$ cat src/rtl/phy_tst_pkg.sv
package phy_tst_pkg;

  localparam int TST_W    = 8;
  localparam int NUM_REGS = 8;

  localparam logic [TST_W-1:0] CODE_INDIV   = 8'h17;
  localparam logic [TST_W-1:0] CODE_LOOPDIV = 8'h18;
  localparam logic [TST_W-1:0] CODE_DIVEN   = 8'h19;
  localparam logic [TST_W-1:0] CODE_BIASBG  = 8'h22;
  localparam logic [TST_W-1:0] CODE_FREQ    = 8'h44;
  localparam logic [TST_W-1:0] CODE_TLP     = 8'h70;
  localparam logic [TST_W-1:0] CODE_THSPRE  = 8'h71;
  localparam logic [TST_W-1:0] CODE_THSZERO = 8'h72;

  typedef struct packed {
    logic latchAddr;
    logic commitData;
    logic clearAll;
  } tstStrobe_t;

  function automatic logic [TST_W-1:0] codeOf(input int idx);
    case (idx)
      0: codeOf = CODE_INDIV;
      1: codeOf = CODE_LOOPDIV;
      2: codeOf = CODE_DIVEN;
      3: codeOf = CODE_BIASBG;
      4: codeOf = CODE_FREQ;
      5: codeOf = CODE_TLP;
      6: codeOf = CODE_THSPRE;
      default: codeOf = CODE_THSZERO;
    endcase
  endfunction

  function automatic logic [TST_W-1:0] maskOf(input int idx);
    case (idx)
      0: maskOf = 8'h7F;
      1: maskOf = 8'h9F;
      2: maskOf = 8'h30;
      3: maskOf = 8'h87;
      4: maskOf = 8'h7E;
      5: maskOf = 8'hFF;
      6: maskOf = 8'hFF;
      default: maskOf = 8'h7F;
    endcase
  endfunction

endpackage

$ cat src/rtl/phy_tst_ctrl.sv
module phy_tst_ctrl
  import phy_tst_pkg::*;
#(
  parameter int SYNC_STAGES = 2
) (
  input  logic             clk,
  input  logic             rstN,
  input  logic             tstClk,
  input  logic             tstClr,
  input  logic             tstEn,
  input  logic [TST_W-1:0] tstDin,
  output tstStrobe_t       strobe,
  output logic [TST_W-1:0] byteS
);

  localparam int LAST = SYNC_STAGES - 1;

  logic [SYNC_STAGES-1:0]            clkSync;
  logic [SYNC_STAGES-1:0]            clrSync;
  logic [SYNC_STAGES-1:0]            enSync;
  logic [SYNC_STAGES-1:0][TST_W-1:0] dinSync;
  logic                              clkPrev;

  always_ff @(posedge clk or negedge rstN) begin
    if (!rstN) begin
      clkSync <= '0;
      clrSync <= '0;
      enSync  <= '0;
      dinSync <= '0;
      clkPrev <= 1'b0;
    end else begin
      clkSync[0] <= tstClk;
      clrSync[0] <= tstClr;
      enSync[0]  <= tstEn;
      dinSync[0] <= tstDin;
      for (int s = 1; s < SYNC_STAGES; s++) begin
        clkSync[s] <= clkSync[s-1];
        clrSync[s] <= clrSync[s-1];
        enSync[s]  <= enSync[s-1];
        dinSync[s] <= dinSync[s-1];
      end
      clkPrev <= clkSync[LAST];
    end
  end

  logic fallEdge, riseEdge;

  always_comb begin
    fallEdge          = clkPrev & ~clkSync[LAST];
    riseEdge          = ~clkPrev & clkSync[LAST];
    strobe.clearAll   = clrSync[LAST];
    strobe.latchAddr  = fallEdge & enSync[LAST] & ~clrSync[LAST];
    strobe.commitData = riseEdge & ~enSync[LAST] & ~clrSync[LAST];
    byteS             = dinSync[LAST];
  end

endmodule

$ cat src/rtl/phy_tst_regs.sv
module phy_tst_regs
  import phy_tst_pkg::*;
(
  input  logic                           clk,
  input  logic                           rstN,
  input  tstStrobe_t                     strobe,
  input  logic [TST_W-1:0]               byteS,
  output logic [TST_W-1:0]               addrQ,
  output logic [NUM_REGS-1:0][TST_W-1:0] regQ,
  output logic [TST_W-1:0]               readByte
);

  always_ff @(posedge clk or negedge rstN) begin
    if (!rstN) addrQ <= '0;
    else if (strobe.clearAll) addrQ <= '0;
    else if (strobe.latchAddr) addrQ <= byteS;
  end

  for (genvar i = 0; i < NUM_REGS; i++) begin : g_bank
    localparam logic [TST_W-1:0] MY_CODE = codeOf(i);
    localparam logic [TST_W-1:0] MY_MASK = maskOf(i);
    logic hit;
    assign hit = strobe.commitData && (addrQ == MY_CODE);
    always_ff @(posedge clk or negedge rstN) begin
      if (!rstN) regQ[i] <= '0;
      else if (strobe.clearAll) regQ[i] <= '0;
      else if (hit) regQ[i] <= byteS & MY_MASK;
    end
  end

  always_comb begin
    readByte = '0;
    for (int i = 0; i < NUM_REGS; i++) begin
      if (addrQ == codeOf(i)) readByte = readByte | regQ[i];
    end
  end

endmodule

$ cat src/rtl/phy_tst_fields.sv
module phy_tst_fields
  import phy_tst_pkg::*;
(
  input  logic                           clk,
  input  logic                           rstN,
  input  tstStrobe_t                     strobe,
  input  logic [TST_W-1:0]               byteS,
  input  logic [TST_W-1:0]               addrQ,
  input  logic [NUM_REGS-1:0][TST_W-1:0] regQ,
  output logic [9:0]                     loopDivM1,
  output logic                           loopDivEn,
  output logic [6:0]                     inDivM1,
  output logic                           inDivEn,
  output logic [5:0]                     freqRange,
  output logic [2:0]                     biasSel,
  output logic [2:0]                     bandgapSel,
  output logic                           tlpOvrEn,
  output logic [6:0]                     tlpOvr,
  output logic                           thsPreOvrEn,
  output logic [6:0]                     thsPreOvr,
  output logic                           thsZeroOvrEn,
  output logic [5:0]                     thsZeroOvr
);

  logic [4:0] loopLo, loopHi;
  logic [2:0] biasQ, bandQ;
  logic       hitLoop, hitBias;

  assign hitLoop = strobe.commitData && (addrQ == CODE_LOOPDIV);
  assign hitBias = strobe.commitData && (addrQ == CODE_BIASBG);

  always_ff @(posedge clk or negedge rstN) begin
    if (!rstN) begin
      loopLo <= '0;
      loopHi <= '0;
      biasQ  <= '0;
      bandQ  <= '0;
    end else if (strobe.clearAll) begin
      loopLo <= '0;
      loopHi <= '0;
      biasQ  <= '0;
      bandQ  <= '0;
    end else begin
      if (hitLoop) begin
        if (byteS[7]) loopHi <= byteS[4:0];
        else          loopLo <= byteS[4:0];
      end
      if (hitBias) begin
        if (byteS[7]) bandQ <= byteS[2:0];
        else          biasQ <= byteS[2:0];
      end
    end
  end

  always_comb begin
    loopDivM1    = {loopHi, loopLo};
    biasSel      = biasQ;
    bandgapSel   = bandQ;
    inDivM1      = regQ[0][6:0];
    loopDivEn    = regQ[2][5];
    inDivEn      = regQ[2][4];
    freqRange    = regQ[4][6:1];
    tlpOvrEn     = regQ[5][7];
    tlpOvr       = regQ[5][6:0];
    thsPreOvrEn  = regQ[6][7];
    thsPreOvr    = regQ[6][6:0];
    thsZeroOvrEn = regQ[7][6];
    thsZeroOvr   = regQ[7][5:0];
  end

endmodule

$ cat src/rtl/phy_tst_port.sv
module phy_tst_port
  import phy_tst_pkg::*;
#(
  parameter int SYNC_STAGES = 2
) (
  input  logic       clk,
  input  logic       rstN,
  input  logic       tstClk,
  input  logic       tstClr,
  input  logic       tstEn,
  input  logic [7:0] tstDin,
  output logic [7:0] tstDout,
  output logic [9:0] loopDivM1,
  output logic       loopDivEn,
  output logic [6:0] inDivM1,
  output logic       inDivEn,
  output logic [5:0] freqRange,
  output logic [2:0] biasSel,
  output logic [2:0] bandgapSel,
  output logic       tlpOvrEn,
  output logic [6:0] tlpOvr,
  output logic       thsPreOvrEn,
  output logic [6:0] thsPreOvr,
  output logic       thsZeroOvrEn,
  output logic [5:0] thsZeroOvr
);

  tstStrobe_t                     strobe;
  logic [TST_W-1:0]               byteS;
  logic [TST_W-1:0]               addrQ;
  logic [NUM_REGS-1:0][TST_W-1:0] regQ;
  logic                           latchW, commitW, clearW;

  assign latchW  = strobe.latchAddr;
  assign commitW = strobe.commitData;
  assign clearW  = strobe.clearAll;

  phy_tst_ctrl #(.SYNC_STAGES(SYNC_STAGES)) u_ctrl (
    .clk(clk), .rstN(rstN), .tstClk(tstClk), .tstClr(tstClr),
    .tstEn(tstEn), .tstDin(tstDin), .strobe(strobe), .byteS(byteS)
  );

  phy_tst_regs u_regs (
    .clk(clk), .rstN(rstN), .strobe(strobe), .byteS(byteS),
    .addrQ(addrQ), .regQ(regQ), .readByte(tstDout)
  );

  phy_tst_fields u_fields (
    .clk(clk), .rstN(rstN), .strobe(strobe), .byteS(byteS),
    .addrQ(addrQ), .regQ(regQ),
    .loopDivM1(loopDivM1), .loopDivEn(loopDivEn),
    .inDivM1(inDivM1), .inDivEn(inDivEn), .freqRange(freqRange),
    .biasSel(biasSel), .bandgapSel(bandgapSel),
    .tlpOvrEn(tlpOvrEn), .tlpOvr(tlpOvr),
    .thsPreOvrEn(thsPreOvrEn), .thsPreOvr(thsPreOvr),
    .thsZeroOvrEn(thsZeroOvrEn), .thsZeroOvr(thsZeroOvr)
  );

endmodule

$ cat config.mk
export PLATFORM = sky130hd
export DESIGN_NAME = phy_tst_port
export DESIGN_NICKNAME = d
export VERILOG_FILES = /design/src/rtl/phy_tst_pkg.sv /design/src/rtl/phy_tst_ctrl.sv /design/src/rtl/phy_tst_regs.sv /design/src/rtl/phy_tst_fields.sv /design/src/rtl/phy_tst_port.sv
export SDC_FILE = /design/constraint.sdc
export NUM_CORES = 1
export LEC_CHECK = 0
export BUFFER_PORTS_ARGS = -buffer_cell sky130_fd_sc_hd__buf_2
export CAP_MARGIN = 20
export CORE_MARGIN = 5
export CORE_UTILIZATION = 63
export CTS_BUF_LIST = sky130_fd_sc_hd__clkbuf_8
export DETAILED_ROUTE_END_ITERATION = 10
export PLACE_DENSITY_LB_ADDON = 0.12
export SYNTH_ARGS = -nofsm -noshare
export SYNTH_HDL_FRONTEND = slang
export SYNTH_SLANG_ARGS = --single-unit
$ cat constraint.sdc
create_clock -name clk -period 5.5 [get_ports clk]
set_input_delay 0.275 -clock clk [delete_from_list [all_inputs] [get_ports clk]]
set_output_delay 0.275 -clock clk [all_outputs]
set_load 0.01 [all_outputs]
### After elaboration in Yosys (flattened, before gate mapping)

Index checks and enable logic that the tools add are counted.

| word-level totals | value |
|---|---|
| register bits after elaboration | 111 |
| logic and storage cells | 105 |

| cells by class | value |
|---|---|
| equality and inequality tests | 9 |
| muxes and demuxes | 38 |
| bitwise operators | 17 |
| reductions and logical operators | 22 |

Operators by type and width:

| kind | number |
|---|---|
| $mux W8 | 26 |
| $or A8 B8 Y8 | 7 |
| $eq A8 B7 Y1 const B | 4 |
| $mux W5 | 6 |
| $eq A8 B5 Y1 const B | 3 |
| $reduce_bool A2 Y1 | 10 |
| $mux W3 | 6 |
| $eq A8 B6 Y1 const B | 1 |
| $logic_and A1 B1 Y1 | 8 |
| $reduce_and A2 Y1 | 4 |
| $and A1 B1 Y1 | 6 |
| $not A1 Y1 | 4 |
| $ne A2 B1 Y1 const B | 1 |

### Logic depth before layout (Yosys ltp)

| logic depth | value |
|---|---|
| depth after elaboration | 16 |
| depth in mapped cells | 6 |
| mapped depth without buffers | 4 |

### Cells and area by module

From an unflattened synthesis, not the netlist that was laid out.

| unflattened totals | value |
|---|---|
| cell total of the unflattened synthesis | 430 |
| area total of the unflattened synthesis | 4684.5 sq um |

Modules (own cells, without submodules):

| module | instances | cells each | area each (sq um) | sequential area each (sq um) |
|---|---|---|---|---|
| phy_tst_regs | 1 | 294 | 2937.8 | 1401.3 |
| phy_tst_fields | 1 | 102 | 1076.0 | 400.4 |
| phy_tst_ctrl | 1 | 34 | 670.6 | 575.6 |

### Worst setup path after synthesis

OpenSTA, ideal clock, no wires.

| timing path | value |
|---|---|
| kind | register to output |
| start | register u_regs.addrQ[5] |
| end | output port tstDout[0] |
| arrival | 1467 ps |
| data required time | 5225 ps |
| slack | 3758 ps |
| stages on the path, launching flop included | 6 |
| cell sequence | dfrtp_1 -> nor4b_4 -> buf_2 -> nand4_1 -> o21ai_0 -> a21o_1 |

| on the way | value |
|---|---|
| word-level cells in the longest chain between the ends | 16 |

RTL lines:

| element | line | source |
|---|---|---|
| start: declaration | phy_tst_regs.sv:8 | `output logic [TST_W-1:0] addrQ,` |
| start signal: assignment | phy_tst_regs.sv:16 | `else if (strobe.latchAddr) addrQ <= byteS;` |
| $eq A8 B5 Y1 | phy_tst_regs.sv:34 | `if (addrQ == codeOf(i)) readByte = readByte \| regQ[i];` |
| $mux W8 | phy_tst_regs.sv:34 |  |
| $or A8 B8 Y8 | phy_tst_regs.sv:34 |  |
| $mux W8 | phy_tst_regs.sv:34 |  |
| $or A8 B8 Y8 | phy_tst_regs.sv:34 |  |
| $mux W8 | phy_tst_regs.sv:34 |  |
| $or A8 B8 Y8 | phy_tst_regs.sv:34 |  |
| $mux W8 | phy_tst_regs.sv:34 |  |
| $or A8 B8 Y8 | phy_tst_regs.sv:34 |  |
| $mux W8 | phy_tst_regs.sv:34 |  |
| $or A8 B8 Y8 | phy_tst_regs.sv:34 |  |
| $mux W8 | phy_tst_regs.sv:34 |  |
| $or A8 B8 Y8 | phy_tst_regs.sv:34 |  |
| $mux W8 | phy_tst_regs.sv:34 |  |
| $or A8 B8 Y8 | phy_tst_regs.sv:34 |  |
| $mux W8 * | phy_tst_regs.sv:34 |  |
| end: declaration | phy_tst_port.sv:12 | `output logic [7:0] tstDout,` |

Mark *: on every way between the ends. The rest lies on a longest branch, timed or not.

### Worst setup path in the final report

| timing path | value |
|---|---|
| start | register u_regs.addrQ[0] |
| end | output port tstDout[5] |

The elaborated chain is that of the path after synthesis.

==> impl_metrics.csv <==
group,metric,value,unit
run_status,status,"finished, final reports clean",
synth,ys_ff_latch,95,
synth,synth_area,4430,µm²
drt,vias,3133,
synth,synth_async_sr_flop_share,100,%
die,chipHeight,93.9,µm
die,die_width,93.9,µm
hold_path,hold_path_startpoint,"u_ctrl.dinSync[5]$_DFF_PN0_",
placed_design,gp_congestion,0.868,
drt,ant_nets,0,
timing,timing.hold.ws,355,ps
pwr,power.density,270,nW/µm²
pwr,p_leak,0.00256,µW
setup_path,crit_arrival,2420,ps
timing,period_needed,2700,ps
hold_path,hold_depth,0,
finish,final_core_util,72.0,%
synth,syn_inst,397,
pwr,ir_drop,0.223,mV
synth,synth_common_cells,"dfrtp_1, mux2i_1, nor2_1",
setup_path,r2r-start,"u_ctrl.clrSync[1]$_DFF_PN0_",
grt,grt_pass1_vias,3103,
synth,synthFlopType,"dfrtp_1",
die,core_area,6830,µm²
setup_path,max_stage_delay,710,ps
setup_path,crit_family,"simple AND/OR/NAND/NOR gates",
timing,clock.fmax,370,MHz
clock_tree,cts_sinks,95,
grt,grt_pass1_wl,16.5,mm
synth,yosysMostFrequentCell,"dfrtp_1",
clock_tree,tritoncts,"built",
placed_design,portBuffers,74,
drt,routed_wl,10.3,mm
die,start_util,64.9,%
finish,drive_gt1_share,24.0,%
clock_tree,cts_root_buf,"clkbuf_8",
grt,grt_overflow_total,0,
setup_path,r2r.worst_path.cells,6,
setup_path,criticalPathCategory,"register to output port",
timing,finClkSkew,9.51,ps
setup_path,rrSetupSlack,2860,ps
setup_path,cp-end-kind,"output port",
drt,dr.pass1.iters,4,
timing,period_share,49.1,%
synth,synth_area_leaders,"dfrtp_1, mux2i_1, buf_4",
synth,yosysWarnings,0,
clock_tree,cts_buffer_depth,2,
setup_path,path_max_fanout,19,
timing,hold_viol,0,
setup_path,cp_cell_sequence,"or4b_4 -> nor2_1 -> a32oi_1 -> o221ai_1 -> buf_2",
timing,max_slew.worst_pin.slew,898,ps
drt,drc_errors,0,
placed_design,dpl.hpwl,6.66,mm
clock_tree,path_clk_slew,90,ps
clock_tree,htree_levels,3,
drt,drt_iter0_drc,226,
setup_path,r2r_end,"u_regs.regQ[61]$_DFFE_PN0P_",
grt,antenna_found_initial,0,
die,rows,30,
hold_path,hold_path.class,"register to register",
timing,relSlewSlack,39.9,%
setup_path,crit_path_start_kind,"register",
synth,synth_top_area_share,53.6,%
synth,syn-num-nets,410,
grt,grtUsageTotal,25.0,%
timing,setup_viol_count_final,0,
setup_path,crit_required,5220,ps
clock_tree,cts_buffers,9,
hold_path,whs_endpoint,"u_ctrl.byteS[5]$_DFF_PN0_",
setup_path,cp_slowest_cell,"dfrtp_1",
synth,synth_area_leader_cell,"dfrtp_1",
clock_tree,postCtsSetupBuffers,0,
timing,report.final.slew_viol_count,0,
die,die_area,8820,µm²
synth,synth_edf_count,0,
flow_run,drv_cap,0,
synth,ys_types,40,
die,ios,75,
finish,antennaDiodeCount,0,
grt,grt_max_degree,74,
clock_tree,clk_latency,370,ps
synth,yosysSeqAreaShare,53.6,%
timing,setup_tns,0,ps
drt,viasPerCell,5.83,
timing,rsz0062_at_grt,"false",
finish,nNetsFinal,449,
setup_path,path_buf_inv,1,
drt,wl_per_cell,19.1,µm
synth,synth.avg_cell_area,11.2,µm²
finish,area_growth,10.9,%
## report_power, final
group          total, µW  internal, µW  switching, µW
sequential           729           708           21.0
clock                549           304            246
combinational       50.2          18.5           31.7
total               1330          1030            298
## metrics by stage
| stage | setup WS [ps] | total power, µW | instances | area (µm²) |
|---|---|---|---|---|
| finish | 2800 | 1330 | 537 | 4920 |
| global route | 2650 | 1380 | 537 | 4920 |
| CTS | 2820 | 1340 | 534 | 4890 |
| detailed placement | 2990 | 787 | 509 | 4550 |
| global placement | 3050 | 785 | 509 | 4550 |
| floorplan | 3760 | 760 | 397 | 4430 |
## layer usage
metal  wire length (µm)  share of wire, %  vias up  track usage (%)
li1                   -                 -     1433                -
met1               4380                43     1582             34.6
met2               4960                48       93             37.2
met3                577               5.6       25             5.77
met4                362               3.5        0             11.8
met5                  0                 0        -                0
## cell type report
cell class | count | area, µm²
clock buffers | 9 | 124
multi-input cells | 241 | 1660
flip-flops and latches | 95 | 2380
clock inverters | 7 | 120
repair buffers | 89 | 515
fillers | 532 | 1910
well taps | 96 | 120
## logic make-up (layout without fill, tap and decap cells)
logic type / count (synthesis) / count (layout) / share of synthesized area [%]
AO/OA/AOI/OAI: 51 / 51 / 7.20
buffers and inverters: 61 / 105 / 8.97
flip-flops: 95 / 95 / 53.6
multiplexers: 60 / 60 / 13.5
AND/OR/NAND/NOR: 130 / 130 / 16.7
## registers in the layout (all words and copies together), names as in the netlist
| name | count |
|---|---|
| u_ctrl.byteS | 8 |
| u_ctrl.clkPrev | 1 |
| u_ctrl.clkSync | 2 |
| u_ctrl.clrSync | 2 |
| u_ctrl.dinSync | 8 |
| u_ctrl.enSync | 2 |
| u_fields.bandgapSel | 3 |
| u_fields.biasSel | 3 |
| u_fields.loopHi | 5 |
| u_fields.loopLo | 5 |
| u_regs.addrQ | 8 |
| u_regs.regQ | 48 |
## worst max path at each step
stage,startpoint,end,slack [ps],depth (start not counted)
final,u_regs.addrQ[0]$_DFFE_PN0P_,tstDout[5],2800,5
after global routing,u_regs.addrQ[0]$_DFFE_PN0P_,tstDout[5],2650,5
after CTS,u_regs.addrQ[0]$_DFFE_PN0P_,tstDout[5],2820,5
after detailed placement,u_ctrl.clrSync[1]$_DFF_PN0_,u_regs.regQ[58]$_DFFE_PN0P_,2990,6
after global placement,u_ctrl.clrSync[1]$_DFF_PN0_,u_regs.regQ[56]$_DFFE_PN0P_,3050,6
after floorplan,u_regs.addrQ[5]$_DFFE_PN0P_,tstDout[0],3760,5
## cells in the final DEF, fill, tap and decap left out, drive strengths merged, types with 5 or more instances in the layout
cell,instances
dlygate4sd3,12
clkbuf,9
mux2i,60
nor2,56
buf,77
nand4,6
dfrtp,95
a21oi,19
o21ai,13
nand2,28
nand3,14
nor4b,5
## repair_timing
action                                 CTS  global route
endpoints found under the hold margin   46             3
resized for setup                        0             0
hold buffers                             9             3
## worst register-to-register path, cell delays in order, from the launching register on
cell and delay (ps):
dfrtp_2 390, buf_4 350, nor4b_4 380, buf_4 300, nor3b_2 690, mux2i_1 330, nor2_1 60
Power figures use the tool's default switching activity.
